[src/rtl/supv_pkg.sv]
package supv_pkg;

  typedef enum logic [2:0] {
    MD_START    = 3'd0,
    MD_RESTART  = 3'd1,
    MD_FAILSAFE = 3'd2,
    MD_NORMAL   = 3'd3,
    MD_FLASH    = 3'd4,
    MD_STANDBY  = 3'd5,
    MD_SLEEP    = 3'd6
  } modeT;

  typedef enum logic [1:0] {
    PH_LEN    = 2'd0,
    PH_WDWAIT = 2'd1,
    PH_IDLE   = 2'd2,
    PH_DISCH  = 2'd3
  } phaseT;

  typedef enum logic [2:0] {
    SRC_POR     = 3'd0,
    SRC_WDOG    = 3'd1,
    SRC_INTTO   = 3'd2,
    SRC_WAKE    = 3'd3,
    SRC_RESTART = 3'd4,
    SRC_FSEXIT  = 3'd5
  } srcT;

  typedef enum logic [1:0] {
    CNT_SHORT = 2'd0,
    CNT_LONG  = 2'd1,
    CNT_FSDLY = 2'd2
  } cntSelT;

  typedef struct packed {
    logic   loadCnt;
    cntSelT cntSel;
    logic   rstLow;
    logic   rstHigh;
    logic   srcWr;
    srcT    srcVal;
  } strobeT;

endpackage

[src/rtl/supv_ctrl.sv]
module supv_ctrl
  import supv_pkg::*;
(
  input  logic       clk,
  input  logic       rstPorN,
  input  logic       cfgShortRst,
  input  logic       hostSelFlash,
  input  logic       wdInitOk,
  input  logic       wdInitFail,
  input  logic       wdMissed,
  input  logic       intTimeout,
  input  logic       wakeAny,
  input  logic       regGood,
  input  logic       oscOk,
  input  logic       severeFault,
  input  logic       hostReqValid,
  input  logic [1:0] hostReqMode,
  input  logic       cntDone,
  output modeT       mode,
  output strobeT     stb
);

  phaseT phase;
  modeT  nextMode;
  phaseT nextPhase;

  always_ff @(posedge clk or negedge rstPorN) begin
    if (!rstPorN) begin
      mode  <= MD_START;
      phase <= PH_LEN;
    end else begin
      mode  <= nextMode;
      phase <= nextPhase;
    end
  end

  always_comb begin
    nextMode  = mode;
    nextPhase = phase;
    stb       = '0;
    stb.cntSel = CNT_LONG;
    stb.srcVal = SRC_POR;

    if (severeFault) begin
      nextMode   = MD_FAILSAFE;
      nextPhase  = PH_IDLE;
      stb.rstLow = 1'b1;
    end else begin
      unique case (mode)
        MD_START: begin
          if (phase == PH_LEN) begin
            if (cntDone) begin
              nextPhase   = PH_WDWAIT;
              stb.rstHigh = 1'b1;
            end
          end else if (wdInitFail) begin
            nextMode    = MD_RESTART;
            nextPhase   = PH_LEN;
            stb.loadCnt = 1'b1;
            stb.cntSel  = CNT_LONG;
            stb.rstLow  = 1'b1;
            stb.srcWr   = 1'b1;
            stb.srcVal  = SRC_RESTART;
          end else if (wdInitOk) begin
            nextMode  = hostSelFlash ? MD_FLASH : MD_NORMAL;
            nextPhase = PH_IDLE;
          end
        end

        MD_RESTART: begin
          if (phase == PH_LEN) begin
            if (cntDone) begin
              nextPhase   = PH_WDWAIT;
              stb.rstHigh = 1'b1;
            end
          end else if (!regGood || wdInitFail) begin
            nextMode   = MD_FAILSAFE;
            nextPhase  = PH_IDLE;
            stb.rstLow = 1'b1;
          end else if (wdInitOk) begin
            nextMode  = MD_NORMAL;
            nextPhase = PH_IDLE;
          end
        end

        MD_FAILSAFE: begin
          if (phase == PH_DISCH) begin
            if (cntDone) begin
              nextMode    = MD_START;
              nextPhase   = PH_LEN;
              stb.loadCnt = 1'b1;
              stb.cntSel  = CNT_LONG;
              stb.rstLow  = 1'b1;
              stb.srcWr   = 1'b1;
              stb.srcVal  = SRC_FSEXIT;
            end
          end else if (wakeAny && oscOk) begin
            nextPhase   = PH_DISCH;
            stb.loadCnt = 1'b1;
            stb.cntSel  = CNT_FSDLY;
          end
        end

        MD_NORMAL, MD_FLASH: begin
          if (wdMissed || (intTimeout && mode == MD_NORMAL)) begin
            nextMode    = MD_START;
            nextPhase   = PH_LEN;
            stb.loadCnt = 1'b1;
            stb.cntSel  = cfgShortRst ? CNT_SHORT : CNT_LONG;
            stb.rstLow  = 1'b1;
            stb.srcWr   = 1'b1;
            stb.srcVal  = wdMissed ? SRC_WDOG : SRC_INTTO;
          end else if (hostReqValid) begin
            nextPhase = PH_IDLE;
            unique case (hostReqMode)
              2'd0: nextMode = MD_NORMAL;
              2'd1: nextMode = MD_FLASH;
              2'd2: nextMode = MD_STANDBY;
              default: begin
                nextMode   = MD_SLEEP;
                stb.rstLow = 1'b1;
              end
            endcase
          end
        end

        MD_STANDBY, MD_SLEEP: begin
          if (wakeAny) begin
            nextMode    = MD_START;
            nextPhase   = PH_LEN;
            stb.loadCnt = 1'b1;
            stb.cntSel  = cfgShortRst ? CNT_SHORT : CNT_LONG;
            stb.rstLow  = 1'b1;
            stb.srcWr   = 1'b1;
            stb.srcVal  = SRC_WAKE;
          end
        end

        default: begin
          nextMode   = MD_FAILSAFE;
          nextPhase  = PH_IDLE;
          stb.rstLow = 1'b1;
        end
      endcase
    end
  end

endmodule

[src/rtl/supv_dpath.sv]
module supv_dpath
  import supv_pkg::*;
#(
  parameter int SHORT_CYC  = 8,
  parameter int LONG_CYC   = 32,
  parameter int FS_DLY_CYC = 16,
  parameter int CNT_W      = 6
) (
  input  logic   clk,
  input  logic   rstPorN,
  input  strobeT stb,
  output logic   cntDone,
  output logic   rstN,
  output srcT    rstSrc
);

  localparam logic [CNT_W-1:0] SHORT_LD = CNT_W'(SHORT_CYC - 1);
  localparam logic [CNT_W-1:0] LONG_LD  = CNT_W'(LONG_CYC - 1);
  localparam logic [CNT_W-1:0] FS_LD    = CNT_W'(FS_DLY_CYC - 1);

  logic [CNT_W-1:0] cnt;
  logic [CNT_W-1:0] loadVal;

  always_comb begin
    unique case (stb.cntSel)
      CNT_SHORT: loadVal = SHORT_LD;
      CNT_FSDLY: loadVal = FS_LD;
      default:   loadVal = LONG_LD;
    endcase
  end

  always_ff @(posedge clk or negedge rstPorN) begin
    if (!rstPorN) begin
      cnt <= LONG_LD;
    end else if (stb.loadCnt) begin
      cnt <= loadVal;
    end else if (cnt != '0) begin
      cnt <= cnt - 1'b1;
    end
  end

  assign cntDone = (cnt == '0);

  always_ff @(posedge clk or negedge rstPorN) begin
    if (!rstPorN) begin
      rstN <= 1'b0;
    end else if (stb.rstLow) begin
      rstN <= 1'b0;
    end else if (stb.rstHigh) begin
      rstN <= 1'b1;
    end
  end

  always_ff @(posedge clk or negedge rstPorN) begin
    if (!rstPorN) begin
      rstSrc <= SRC_POR;
    end else if (stb.srcWr) begin
      rstSrc <= stb.srcVal;
    end
  end

endmodule

[src/rtl/supv_mode_ctrl.sv]
module supv_mode_ctrl
  import supv_pkg::*;
#(
  parameter int SHORT_CYC  = 8,
  parameter int LONG_CYC   = 32,
  parameter int FS_DLY_CYC = 16
) (
  input  logic       clk,
  input  logic       rstPorN,
  input  logic       cfgShortRst,
  input  logic       hostSelFlash,
  input  logic       wdInitOk,
  input  logic       wdInitFail,
  input  logic       wdMissed,
  input  logic       intTimeout,
  input  logic       wakeCan,
  input  logic       wakeLin,
  input  logic       wakePin,
  input  logic       regGood,
  input  logic       oscOk,
  input  logic       severeFault,
  input  logic       hostReqValid,
  input  logic [1:0] hostReqMode,
  output logic       rstN,
  output logic [2:0] mode,
  output logic [2:0] rstSrc
);

  localparam int MAX_CYC = (LONG_CYC > FS_DLY_CYC) ?
                           ((LONG_CYC > SHORT_CYC) ? LONG_CYC : SHORT_CYC) :
                           ((FS_DLY_CYC > SHORT_CYC) ? FS_DLY_CYC : SHORT_CYC);
  localparam int CNT_W = (MAX_CYC < 2) ? 1 : $clog2(MAX_CYC);

  strobeT stb;
  modeT   modeInt;
  srcT    srcInt;
  logic   cntDone;
  logic   wakeAny;

  assign wakeAny = wakeCan | wakeLin | wakePin;

  supv_ctrl u_ctrl (
    .clk          (clk),
    .rstPorN      (rstPorN),
    .cfgShortRst  (cfgShortRst),
    .hostSelFlash (hostSelFlash),
    .wdInitOk     (wdInitOk),
    .wdInitFail   (wdInitFail),
    .wdMissed     (wdMissed),
    .intTimeout   (intTimeout),
    .wakeAny      (wakeAny),
    .regGood      (regGood),
    .oscOk        (oscOk),
    .severeFault  (severeFault),
    .hostReqValid (hostReqValid),
    .hostReqMode  (hostReqMode),
    .cntDone      (cntDone),
    .mode         (modeInt),
    .stb          (stb)
  );

  supv_dpath #(
    .SHORT_CYC  (SHORT_CYC),
    .LONG_CYC   (LONG_CYC),
    .FS_DLY_CYC (FS_DLY_CYC),
    .CNT_W      (CNT_W)
  ) u_dpath (
    .clk     (clk),
    .rstPorN (rstPorN),
    .stb     (stb),
    .cntDone (cntDone),
    .rstN    (rstN),
    .rstSrc  (srcInt)
  );

  assign mode   = modeInt;
  assign rstSrc = srcInt;

endmodule

[config.mk]
export PLATFORM = sky130hd
export DESIGN_NAME = supv_mode_ctrl
export DESIGN_NICKNAME = d
export VERILOG_FILES = /design/src/rtl/supv_pkg.sv /design/src/rtl/supv_ctrl.sv /design/src/rtl/supv_dpath.sv /design/src/rtl/supv_mode_ctrl.sv
export SDC_FILE = /design/constraint.sdc
export NUM_CORES = 1
export LEC_CHECK = 0
export BUFFER_PORTS_ARGS = -buffer_cell sky130_fd_sc_hd__buf_4
export CAP_MARGIN = 5
export CORE_UTILIZATION = 34
export CTS_BUF_LIST = sky130_fd_sc_hd__clkbuf_8 sky130_fd_sc_hd__clkbuf_16
export CTS_CLUSTER_SIZE = 16
export DETAILED_ROUTE_END_ITERATION = 8
export GPL_ROUTABILITY_DRIVEN = 0
export HOLD_SLACK_MARGIN = 0.02
export SYNTH_ARGS = -nofsm -noshare
export SYNTH_HDL_FRONTEND = slang
export SYNTH_SLANG_ARGS = --single-unit
[constraint.sdc]
create_clock -name clk -period 2 [get_ports clk]
set_clock_uncertainty 0.1 [all_clocks]
set_input_delay 0 -clock clk [delete_from_list [all_inputs] [get_ports clk]]
set_output_delay 0 -clock clk [all_outputs]
set_load 0.05 [all_outputs]
==> results of run 1 <==
## registers in the layout (all words and copies together), names as in the netlist
| signal | count |
|---|---|
| u_dpath.cnt | 5 |
| u_dpath.rstN | 1 |
| u_ctrl.phase | 2 |
| u_dpath.rstSrc | 3 |
| u_ctrl.mode | 3 |
## power groups by stage
stage	clock (uW)	combinational (uW)	sequential, uW
2_1_floorplan	0	940	734
3_3_place_gp	0	1500	613
3_5_place_dp	0	1530	627
4_1_cts	289	1600	622
5_1_grt	309	1970	640
6_report	290	1820	617
## critical path, stage by stage (launching register included)
cell and delay [ns]:
dfstp_2 0.38, inv_2 0.07, ha_4 0.12, or4b_4 0.50, o21ai_4 0.18, o31ai_2 0.10, o21ai_2 0.17, mux2_4 0.31
## cell usage after synthesis, types with 3 or more instances
library cell	count	area share, %
nand2_1	15	4.4
nor2_1	13	3.8
inv_1	12	3.5
o21ai_0	11	4.3
dfrtp_1	9	18
o21ai_1	7	2.7
a21oi_1	6	2.4
ha_1	6	5.9
dfstp_2	5	10
mux2i_1	4	3.1
nor3b_1	4	2.4
o211ai_1	4	2.4
a31oi_1	3	1.5
and2_1	3	1.5
buf_2	3	1.2
nor3_1	3	1.2
## cells by family after synthesis
group           after synthesis
fa+ha+maj                     6
simple gates                 57
flops                        14
xor+xnor                      3
mux                           5
buf+inv                      20
compound gates               49
## per-stage QoR
step | instance area (um2) | utilization, % | hold slack, ns | std cells
detailed placement | 1653 | 47.66 | -0.2346 | 236
global route | 1884 | 54.33 | 0.04332 | 254
CTS | 1778 | 51.26 | 0.03528 | 247
floorplan | 1319 | - | -0.3956 | 154
global placement | 1653 | 47.66 | -0.2367 | 236
finish | 1884 | 54.33 | 0.03207 | 254
## per-layer routing
| metal | vias to the layer above | GRT usage [%] |
|---|---|---|
| met4 | 0 | 8.807 |
| li1 | 666 | - |
| met5 | - | 0 |
| met3 | 6 | 1.630 |
| met1 | 664 | 23.94 |
| met2 | 32 | 34.54 |
## layout make-up
class	instances	area, um2	share of cell area (%)
Multi-Input combinational cell	120	917.1	48.67
Timing Repair Buffer	58	449.2	23.84
Sequential cell	14	360.3	19.12
Tap cell	46	57.56	3.054
Clock buffer	4	55.05	2.922
Inverter	12	45.04	2.390
## how the worst min path moves through the flow
stage / from / end / slack (ns) / depth (start not counted)
final: hostSelFlash / u_ctrl.mode[2]$_DFFE_PN0P_ / 0.03 / 5
after global routing: hostSelFlash / u_ctrl.mode[2]$_DFFE_PN0P_ / 0.04 / 5
after CTS: rstPorN / u_ctrl.mode[2]$_DFFE_PN0P_ / 0.04 / 2
after detailed placement: rstPorN / u_ctrl.mode[2]$_DFFE_PN0P_ / -0.23 / 1
after global placement: rstPorN / u_ctrl.mode[2]$_DFFE_PN0P_ / -0.24 / 1
after floorplan: rstPorN / u_ctrl.mode[0]$_DFFE_PN0P_ / -0.40 / 0
## what timing repair did
item,4_1_cts,5_1_grt
gates resized for setup,2,11
cloned,0,0
endpoints found under the setup margin,3,10
buffers inserted,3,7
hold endpoints to repair,18,0
hold buffers,4,0
pin swaps,2,6
==> flow_metrics.env, run 1 <==
export IMPL_result_of_the_run="finished with violations"
export IMPL_failed_checks="negative setup slack"
export IMPL_netlist_instances=154
export IMPL_numCtsBuffers=3
export IMPL_syn2layout_area_growth_pct=47.79
export IMPL_clock_root_buffer="clkbuf_8"
export IMPL_sequential_power_share_pct=22.6
export IMPL_layout_cells_most_common_list="53 x buf_4, 14 x nand2_1, 13 x nor2_1"
export IMPL_synth_area_per_cell_um2=8.279
export IMPL_timing_final_hold_violations=0
export IMPL_critPathArrivalTime_ns=2.09
export IMPL_internal_power_uw=1486
export IMPL_crit_required_ns=2.04
export IMPL_insertion_delay_ns=0.25
export IMPL_combinational_family_with_the_most_area_after_synthesis="compound AO/OA/AOI/OAI gates"
export IMPL_die_area_um2=3999
export IMPL_overflow=0
export IMPL_first_pass_iters=4
export IMPL_vias_per_cell=5.386
export IMPL_ys_warnings_count=0
export IMPL_switch_pwr_uw=1244
export IMPL_first_pass_grt_wire_length_mm=5.996
export IMPL_flip_flop_and_latch_count_after_synthesis=14
export IMPL_post_route_period_util_pct=102.5
export IMPL_sw_frac_of_total_pct=45.57
export IMPL_num_io_pins=24
export IMPL_finalSetupTns_ns=-0.09095
export IMPL_layout_commonest_cell="buf_4"
export IMPL_vdd_drop_max_mv=0.4090
export IMPL_rr_endpoint="u_ctrl.mode[1]$_DFFE_PN0P_"
export IMPL_dp_final_hpwl_mm=2.750
export IMPL_met3_length_um=124
export IMPL_postRouteAntennaNets=0
export IMPL_synth_enable_flop_cells=0
export IMPL_hold_path_class="primary input to flop"
export IMPL_ys_seq_area_share_pct=27.97
export IMPL_m1WireLength_mm=1.643
export IMPL_worst_slack_at_placement_ns=-0.05435
export IMPL_routed_via_count=1368
export IMPL_ys_flop_type="dfrtp_1"
export IMPL_synth_adder_area_share_pct=5.888
export IMPL_pwr_share_clk_pct=10.6
export IMPL_synthMuxAreaShare_pct=4.024
export IMPL_combPwrFrac_pct=66.8
export IMPL_maxCapViolCount=0
export IMPL_pwr_density_cell_nw_per_um2=1449
export IMPL_routed_wirelength_mm=3.812
export IMPL_max_slew_margin_pct=74.94
export IMPL_num_rows=21
export IMPL_n_antenna_cell=0
export IMPL_yosys_area_share_simple_pct=24.24
export IMPL_cts_htree_levels=1
export IMPL_critPathLaunch="u_dpath.cnt[0]$_DFFE_PN1P_"
export IMPL_route_detailed_drc=0
export IMPL_highest_layer="met4"
export IMPL_cts_path_max_buffers=2
export IMPL_max_freq_mhz=488.0
export IMPL_first_global_vias=1329
export IMPL_placeableCoreArea_um2=3468
export IMPL_reg2reg_from="u_dpath.cnt[0]$_DFFE_PN1P_"
export IMPL_initial_utilization_pct=36.76
export IMPL_io_buffers=23
export IMPL_path_max_fanout=3
export IMPL_report_final_slew_viol_count=0
export IMPL_grt_antenna_before_repair=0
export IMPL_ys_types=51
export IMPL_rrSetupSlack_ns=-0.05
export IMPL_worst_slew_pin_transition_ns=0.3743
export IMPL_timing_critical_path_from_type="flop"
export IMPL_met2_length_mm=1.984
export IMPL_cts_sinks=14
export IMPL_synth_compound_area_share_pct=29.05
export IMPL_wire_per_inst_um=15.01
export IMPL_worst_r2r_cell_count=7
export IMPL_nFillCells=328
export IMPL_drtIter0Drc=44
export IMPL_critPathCapture="u_ctrl.mode[1]$_DFFE_PN0P_"
export IMPL_grt_start_max_net_pins=15
export IMPL_grt_total_usage_pct=19.55
export IMPL_num_nets_final=232
export IMPL_synthArstFlopShare_pct=100.0
export IMPL_die_y_um=63.24
export IMPL_timing_final_crit_period_ns=2.049
export IMPL_finalSetupViolations=3
export IMPL_setup_slack_after_layout_ns=-0.04912
export IMPL_syn_nets=177
export IMPL_worst_setup_path_type="flop to flop"
export IMPL_fin_total_pwr_uw=2730
export IMPL_unrepaired_setup_endpoints_after_global_routing="yes"
export IMPL_drive_above_1_share_pct=43.75
export IMPL_setup_worst_path_end_class="flop"
export IMPL_synth_xor_area_share_pct=2.061
export IMPL_post_synth_instance_area_um2=1275
export IMPL_fp_dieW_um=63.24
export IMPL_cts_tree="done"
export IMPL_clk_pin_slew_worst_paths_ns=0.07
export IMPL_power_leakage_uw=0.0008391
Note: power is estimated with default switching activity, not from simulation.
==> inputs of run 2 (changes only) <==
- HOLD_SLACK_MARGIN: 0.02 -> 0.1
- SETUP_SLACK_MARGIN: default -> 0.4
==> run 2 against run 1 <==
The run still ends with negative setup slack left. Clock-buffer cell count did not move. Sequential power up 1%. Final cell count up 1.6%. Global-route usage is 0.60 points higher. Combinational power down 3%. Register-to-register slack is essentially flat. Die area unchanged. Sequential share of layout area shrank 0.32 points. Worst setup slack improved by 0.0050 ns. Largest cell class unchanged. Via count up 0.29%. Routed wire length is 1.3% lower.
==> flow_metrics.env, run 2 (synthesis results as in run 1) <==
export IMPL_overflow=0
export IMPL_max_slew_margin_pct=69.21
export IMPL_worst_r2r_cell_count=8
export IMPL_rrSetupSlack_ns=-0.04
export IMPL_clk_pin_slew_worst_paths_ns=0.06
export IMPL_result_of_the_run="finished with violations"
export IMPL_wire_per_inst_um=14.59
export IMPL_timing_hold_worst_start="cfgShortRst"
export IMPL_grt_start_max_net_pins=16
export IMPL_finalSetupViolations=3
export IMPL_cts_sinks=14
export IMPL_failed_checks="negative setup slack"
export IMPL_insertion_delay_ns=0.26
export IMPL_sequential_power_share_pct=23.1
export IMPL_worst_setup_path_type="flop to flop"
export IMPL_min_delay_worst_endpoint="u_dpath.cnt[3]$_DFFE_PN1P_"
export IMPL_grt_total_usage_pct=20.15
export IMPL_vdd_drop_max_mv=0.4778
export IMPL_first_pass_iters=4
export IMPL_reg_top3="u_dpath.cnt: 5 flops, u_ctrl.mode: 3 flops, u_dpath.rstSrc: 3 flops"
export IMPL_crit_required_ns=2.08
export IMPL_pwr_share_clk_pct=11.1
export IMPL_die_y_um=63.24
export IMPL_syn2layout_area_growth_pct=50.34
export IMPL_finish_utilization_pct=55.27
export IMPL_numCtsBuffers=3
export IMPL_rr_endpoint="u_ctrl.mode[0]$_DFFE_PN0P_"
export IMPL_max_flop_register="u_dpath.cnt"
export IMPL_largest_reg_flops=5
export IMPL_grt_antenna_before_repair=0
export IMPL_die_area_um2=3999
export IMPL_max_freq_mhz=489.2
export IMPL_layout_cells_most_common_list="53 x buf_4, 13 x nand2_1, 13 x nor2_1"
export IMPL_maxCapViolCount=0
export IMPL_cts_tree="done"
export IMPL_first_pass_grt_wire_length_mm=6.258
export IMPL_first_global_vias=1409
export IMPL_worst_slack_at_placement_ns=-0.03065
export IMPL_timing_final_crit_period_ns=2.044
export IMPL_internal_power_uw=1478
export IMPL_reg2reg_from="u_dpath.cnt[0]$_DFFE_PN1P_"
export IMPL_route_detailed_drc=0
export IMPL_timing_final_hold_violations=0
export IMPL_hold_path_class="primary input to flop"
export IMPL_initial_utilization_pct=36.76
export IMPL_setup_worst_path_end_class="flop"
export IMPL_clock_root_buffer="clkbuf_8"
export IMPL_postRouteAntennaNets=0
export IMPL_hold_ws_ns=0.08392
export IMPL_drtIter0Drc=25
export IMPL_path_max_fanout=3
export IMPL_num_rows=21
export IMPL_power_leakage_uw=0.0008481
export IMPL_drive_above_1_share_pct=42.92
export IMPL_cts_htree_levels=1
export IMPL_fin_area_um2=1917
export IMPL_critPathArrivalTime_ns=2.12
export IMPL_routed_wirelength_mm=3.763
export IMPL_switch_pwr_uw=1217
export IMPL_dp_final_hpwl_mm=2.782
export IMPL_num_io_pins=24
export IMPL_timing_critical_path_from_type="flop"
export IMPL_fin_total_pwr_uw=2695
export IMPL_setup_slack_after_layout_ns=-0.04409
export IMPL_min_delay_path_depth=4
export IMPL_fp_dieW_um=63.24
export IMPL_vias_per_cell=5.318
export IMPL_unrepaired_setup_endpoints_after_global_routing="yes"
export IMPL_placeableCoreArea_um2=3468
export IMPL_cts_path_max_buffers=2
export IMPL_num_nets_final=236
export IMPL_layout_commonest_cell="buf_4"
export IMPL_routed_via_count=1372
export IMPL_dpl_instance_area_um2=1683
export IMPL_io_buffers=23
export IMPL_pwr_density_cell_nw_per_um2=1406
export IMPL_sw_frac_of_total_pct=45.15
export IMPL_report_final_slew_viol_count=0
export IMPL_post_route_period_util_pct=102.2
export IMPL_combPwrFrac_pct=65.8
export IMPL_worst_slew_pin_transition_ns=0.4603
export IMPL_n_antenna_cell=0
-- run 2: cell count changes in the layout (fill, tap and decap cells not counted), sizes merged --
cell,change
dlygate4sd3,+4
-- run 2: metal layers --
layer | up-vias | routed length, um | share of wire (%) | GRT usage, %
li1 | 674 | - | - | -
met1 | 661 | 1644 | 44 | 24.80
met2 | 30 | 1941 | 52 | 34.68
met3 | 7 | 87 | 2.3 | 1.630
met4 | 0 | 89 | 2.4 | 10.80
met5 | - | 0 | 0 | 0
-- run 2: area by class of cell --
cell class,instances,area [um2]
fillers,334,1551
multi-input cells,120,909.6
repair buffers,62,489.2
flip-flops and latches,14,360.3
well taps,46,57.56
clock buffers,4,55.05
inverters,12,45.04
-- run 2: repair_timing --
action / CTS / global route
hold buffers: 8 / 0
endpoints found under the setup margin: 14 / 14
pin swaps: 5 / 3
hold endpoints to repair: 24 / 0
resized for setup: 6 / 4
setup buffers: 3 / 4
-- run 2: critical path, stage by stage, from the launching register on --
cell	delay, ns
dfstp_2	0.37
inv_2	0.07
ha_4	0.13
or4b_4	0.51
o21ai_4	0.16
o31ai_2	0.09
o21ai_2	0.18
buf_4	0.15
mux2i_1	0.20
-- run 2: power groups by stage --
stage               clock, uW  sequential [uW]  combinational (uW)
floorplan                   0              736                 963
global placement            0              621                1550
detailed placement          0              629                1590
CTS                       300              626                1700
global route              310              645                1910
finish                    298              623                1770
-- run 2: worst max-delay path by stage --
stage                                          start                    endpoint  slack (ns)  cells past startpoint
after detailed placement  u_dpath.cnt[1]$_DFFE_PN1P_  u_ctrl.mode[1]$_DFFE_PN0P_       -0.03                      7
after global placement    u_dpath.cnt[1]$_DFFE_PN1P_  u_ctrl.mode[1]$_DFFE_PN0P_      -0.001                      7
after floorplan           u_dpath.cnt[0]$_DFFE_PN1P_  u_ctrl.mode[1]$_DFFE_PN0P_       -0.13                      8
after global routing      u_dpath.cnt[1]$_DFFE_PN1P_  u_ctrl.mode[0]$_DFFE_PN0P_        -0.1                      8
after CTS                 u_dpath.cnt[0]$_DFFE_PN1P_  u_ctrl.mode[0]$_DFFE_PN0P_       -0.04                      8
final                     u_dpath.cnt[0]$_DFFE_PN1P_  u_ctrl.mode[0]$_DFFE_PN0P_       -0.04                      8
-- run 2: stage by stage --
stage	std cells	setup TNS [ns]
global placement	239	-0.001441
detailed placement	239	-0.03065
finish	258	-0.09098
floorplan	154	-0.1314
CTS	254	-0.1543
global route	258	-0.6832
==> inputs of run 3 (changes only) <==
--- a/config.mk
+++ b/config.mk
@@ -15,4 +15,5 @@
 export HOLD_SLACK_MARGIN = 0.1
 export SETUP_SLACK_MARGIN = 0.4
+export SLEW_MARGIN = 20
 export SYNTH_ARGS = -nofsm -noshare
 export SYNTH_HDL_FRONTEND = slang
==> constraint.sdc (replaced) <==
create_clock -name clk -period 2 [get_ports clk]
set_clock_uncertainty 0.1 [all_clocks]
set_input_delay 0.2 -clock clk [delete_from_list [all_inputs] [get_ports clk]]
set_output_delay 0.2 -clock clk [all_outputs]
set_load 0.05 [all_outputs]
==> run 3 against run 2 <==
Utilization fell by 1.2 points. Die area did not move. Sequential cell count unchanged. The run still ends with negative setup slack left. Highest routed layer unchanged. Sequential power fell by 2%. Routed wire length rose by 1.6%. Non-clock buffer count shrank 6. Final cell count is 2.3% lower. Worst hold slack gained 0.089 ns.
==> flow_metrics.env, run 3 (synthesis results as in run 1) <==
export IMPL_drive_above_1_share_pct=45.15
export IMPL_num_nets_final=230
export IMPL_hold_path_class="primary input to flop"
export IMPL_routed_wirelength_mm=3.825
export IMPL_cts_sinks=14
export IMPL_crit_required_ns=2.04
export IMPL_wire_per_inst_um=15.18
export IMPL_grt_total_usage_pct=20.47
export IMPL_grt_start_max_net_pins=16
export IMPL_pwr_density_cell_nw_per_um2=1461
export IMPL_power_leakage_uw=0.0008258
export IMPL_grt_antenna_before_repair=0
export IMPL_vias_per_cell=5.480
export IMPL_result_of_the_run="finished with violations"
export IMPL_largest_reg_flops=5
export IMPL_overflow=0
export IMPL_reg2reg_from="u_dpath.cnt[1]$_DFFE_PN1P_"
export IMPL_n_antenna_cell=0
export IMPL_setup_worst_path_end_class="flop"
export IMPL_syn2layout_area_growth_pct=47.01
export IMPL_first_global_vias=1359
export IMPL_num_io_pins=24
export IMPL_critPathLaunch="u_dpath.cnt[1]$_DFFE_PN1P_"
export IMPL_timing_final_hold_violations=0
export IMPL_dp_cells=239
export IMPL_first_pass_iters=4
export IMPL_layout_cells_most_common_list="52 x buf_4, 13 x nand2_1, 13 x nor2_1"
export IMPL_die_area_um2=3999
export IMPL_timing_hold_worst_start="intTimeout"
export IMPL_route_detailed_drc=0
export IMPL_setup_slack_after_layout_ns=-0.03786
export IMPL_max_slew_margin_pct=72.58
export IMPL_max_freq_mhz=490.7
export IMPL_reg_top3="u_dpath.cnt: 5 flops, u_ctrl.mode: 3 flops, u_dpath.rstSrc: 3 flops"
export IMPL_vdd_drop_max_mv=0.6256
export IMPL_unrepaired_setup_endpoints_after_global_routing="yes"
export IMPL_layout_commonest_cell="buf_4"
export IMPL_report_final_slew_viol_count=0
export IMPL_post_layout_nonfiller_instances=252
export IMPL_dp_final_hpwl_mm=2.819
export IMPL_clock_root_buffer="clkbuf_8"
export IMPL_io_buffers=23
export IMPL_maxCapViolCount=0
export IMPL_numCtsBuffers=3
export IMPL_initial_utilization_pct=36.76
export IMPL_worst_slew_pin_transition_ns=0.4099
export IMPL_post_route_period_util_pct=101.9
export IMPL_finalSetupViolations=4
export IMPL_first_pass_grt_wire_length_mm=6.279
export IMPL_fin_total_pwr_uw=2739
export IMPL_fp_dieW_um=63.24
export IMPL_clk_pin_slew_worst_paths_ns=0.07
export IMPL_path_max_fanout=3
export IMPL_max_flop_register="u_dpath.cnt"
export IMPL_cts_htree_levels=1
export IMPL_failed_checks="negative setup slack"
export IMPL_critPathArrivalTime_ns=2.07
export IMPL_timing_final_crit_period_ns=2.038
export IMPL_postRouteAntennaNets=0
export IMPL_finish_utilization_pct=54.04
export IMPL_dpl_instance_area_um2=1683
export IMPL_num_rows=21
export IMPL_finalSetupTns_ns=-0.06212
export IMPL_timing_critical_path_from_type="flop"
export IMPL_cts_tree="done"
export IMPL_routed_via_count=1381
export IMPL_worst_setup_path_type="flop to flop"
export IMPL_drtIter0Drc=56
export IMPL_insertion_delay_ns=0.25
export IMPL_placeableCoreArea_um2=3468
export IMPL_fin_area_um2=1874
export IMPL_die_y_um=63.24
export IMPL_cts_path_max_buffers=2
[run 3: metal layers]
metal	global-route usage, %	share of wire (%)
met5	0	0
met4	10.51	1.4
met3	2.174	3.9
met2	34.95	53
met1	25.28	42
[run 3: final timing paths]
check                                                 to  slack, ns  depth (start not counted)
max                           u_ctrl.mode[1]$_DFFE_PN0P_      -0.04                          7
min                        u_dpath.rstSrc[1]$_DFFE_PN0P_       0.17                          3
max reg2reg                   u_ctrl.mode[1]$_DFFE_PN0P_      -0.04                          7
min reg2reg                u_dpath.rstSrc[1]$_DFFE_PN0P_       0.39                          2
max in group asynchronous     u_dpath.cnt[0]$_DFFE_PN1P_       1.30                          2
min in group asynchronous     u_ctrl.mode[0]$_DFFE_PN0P_       0.25                          2
[run 3: through the flow]
step	setup WS, ns	hold slack [ns]
finish	-0.03786	0.1732
global route	-0.09984	0.1830
CTS	-0.02417	0.1598
detailed placement	-0.05374	-0.03281
global placement	0.002385	-0.03359
floorplan	-0.1314	-0.1956
[run 3: final cells by class]
class                      instances  area, um2
tap                               46      57.56
clock buffer                       3      41.29
fill                             335       1594
multi-input combinational        120      933.4
inverter                          12      45.04
sequential                        14      360.3
timing repair buffer              56      432.9
clock inverter                     1      3.754
[run 3: worst max-delay path: stages (launching register included)]
cell and delay [ns]:
dfstp_2 0.37, inv_2 0.07, ha_4 0.13, or4b_4 0.51
o21ai_4 0.16, o31ai_2 0.09, o21ai_2 0.17, mux2_4 0.32
[run 3: report_power, final]
part	switching (uW)	leakage [uW]	internal, uW
registers	160	0.000163	448
clock network	111	0.0000269	136
logic	988	0.000636	895
[run 3: repair_timing]
action,in CTS,in global routing
endpoints found under the hold margin,15,0
pin swaps,2,2
hold buffers,2,0
endpoints found under the setup margin,14,14
setup buffers,1,6
resized for setup,8,7
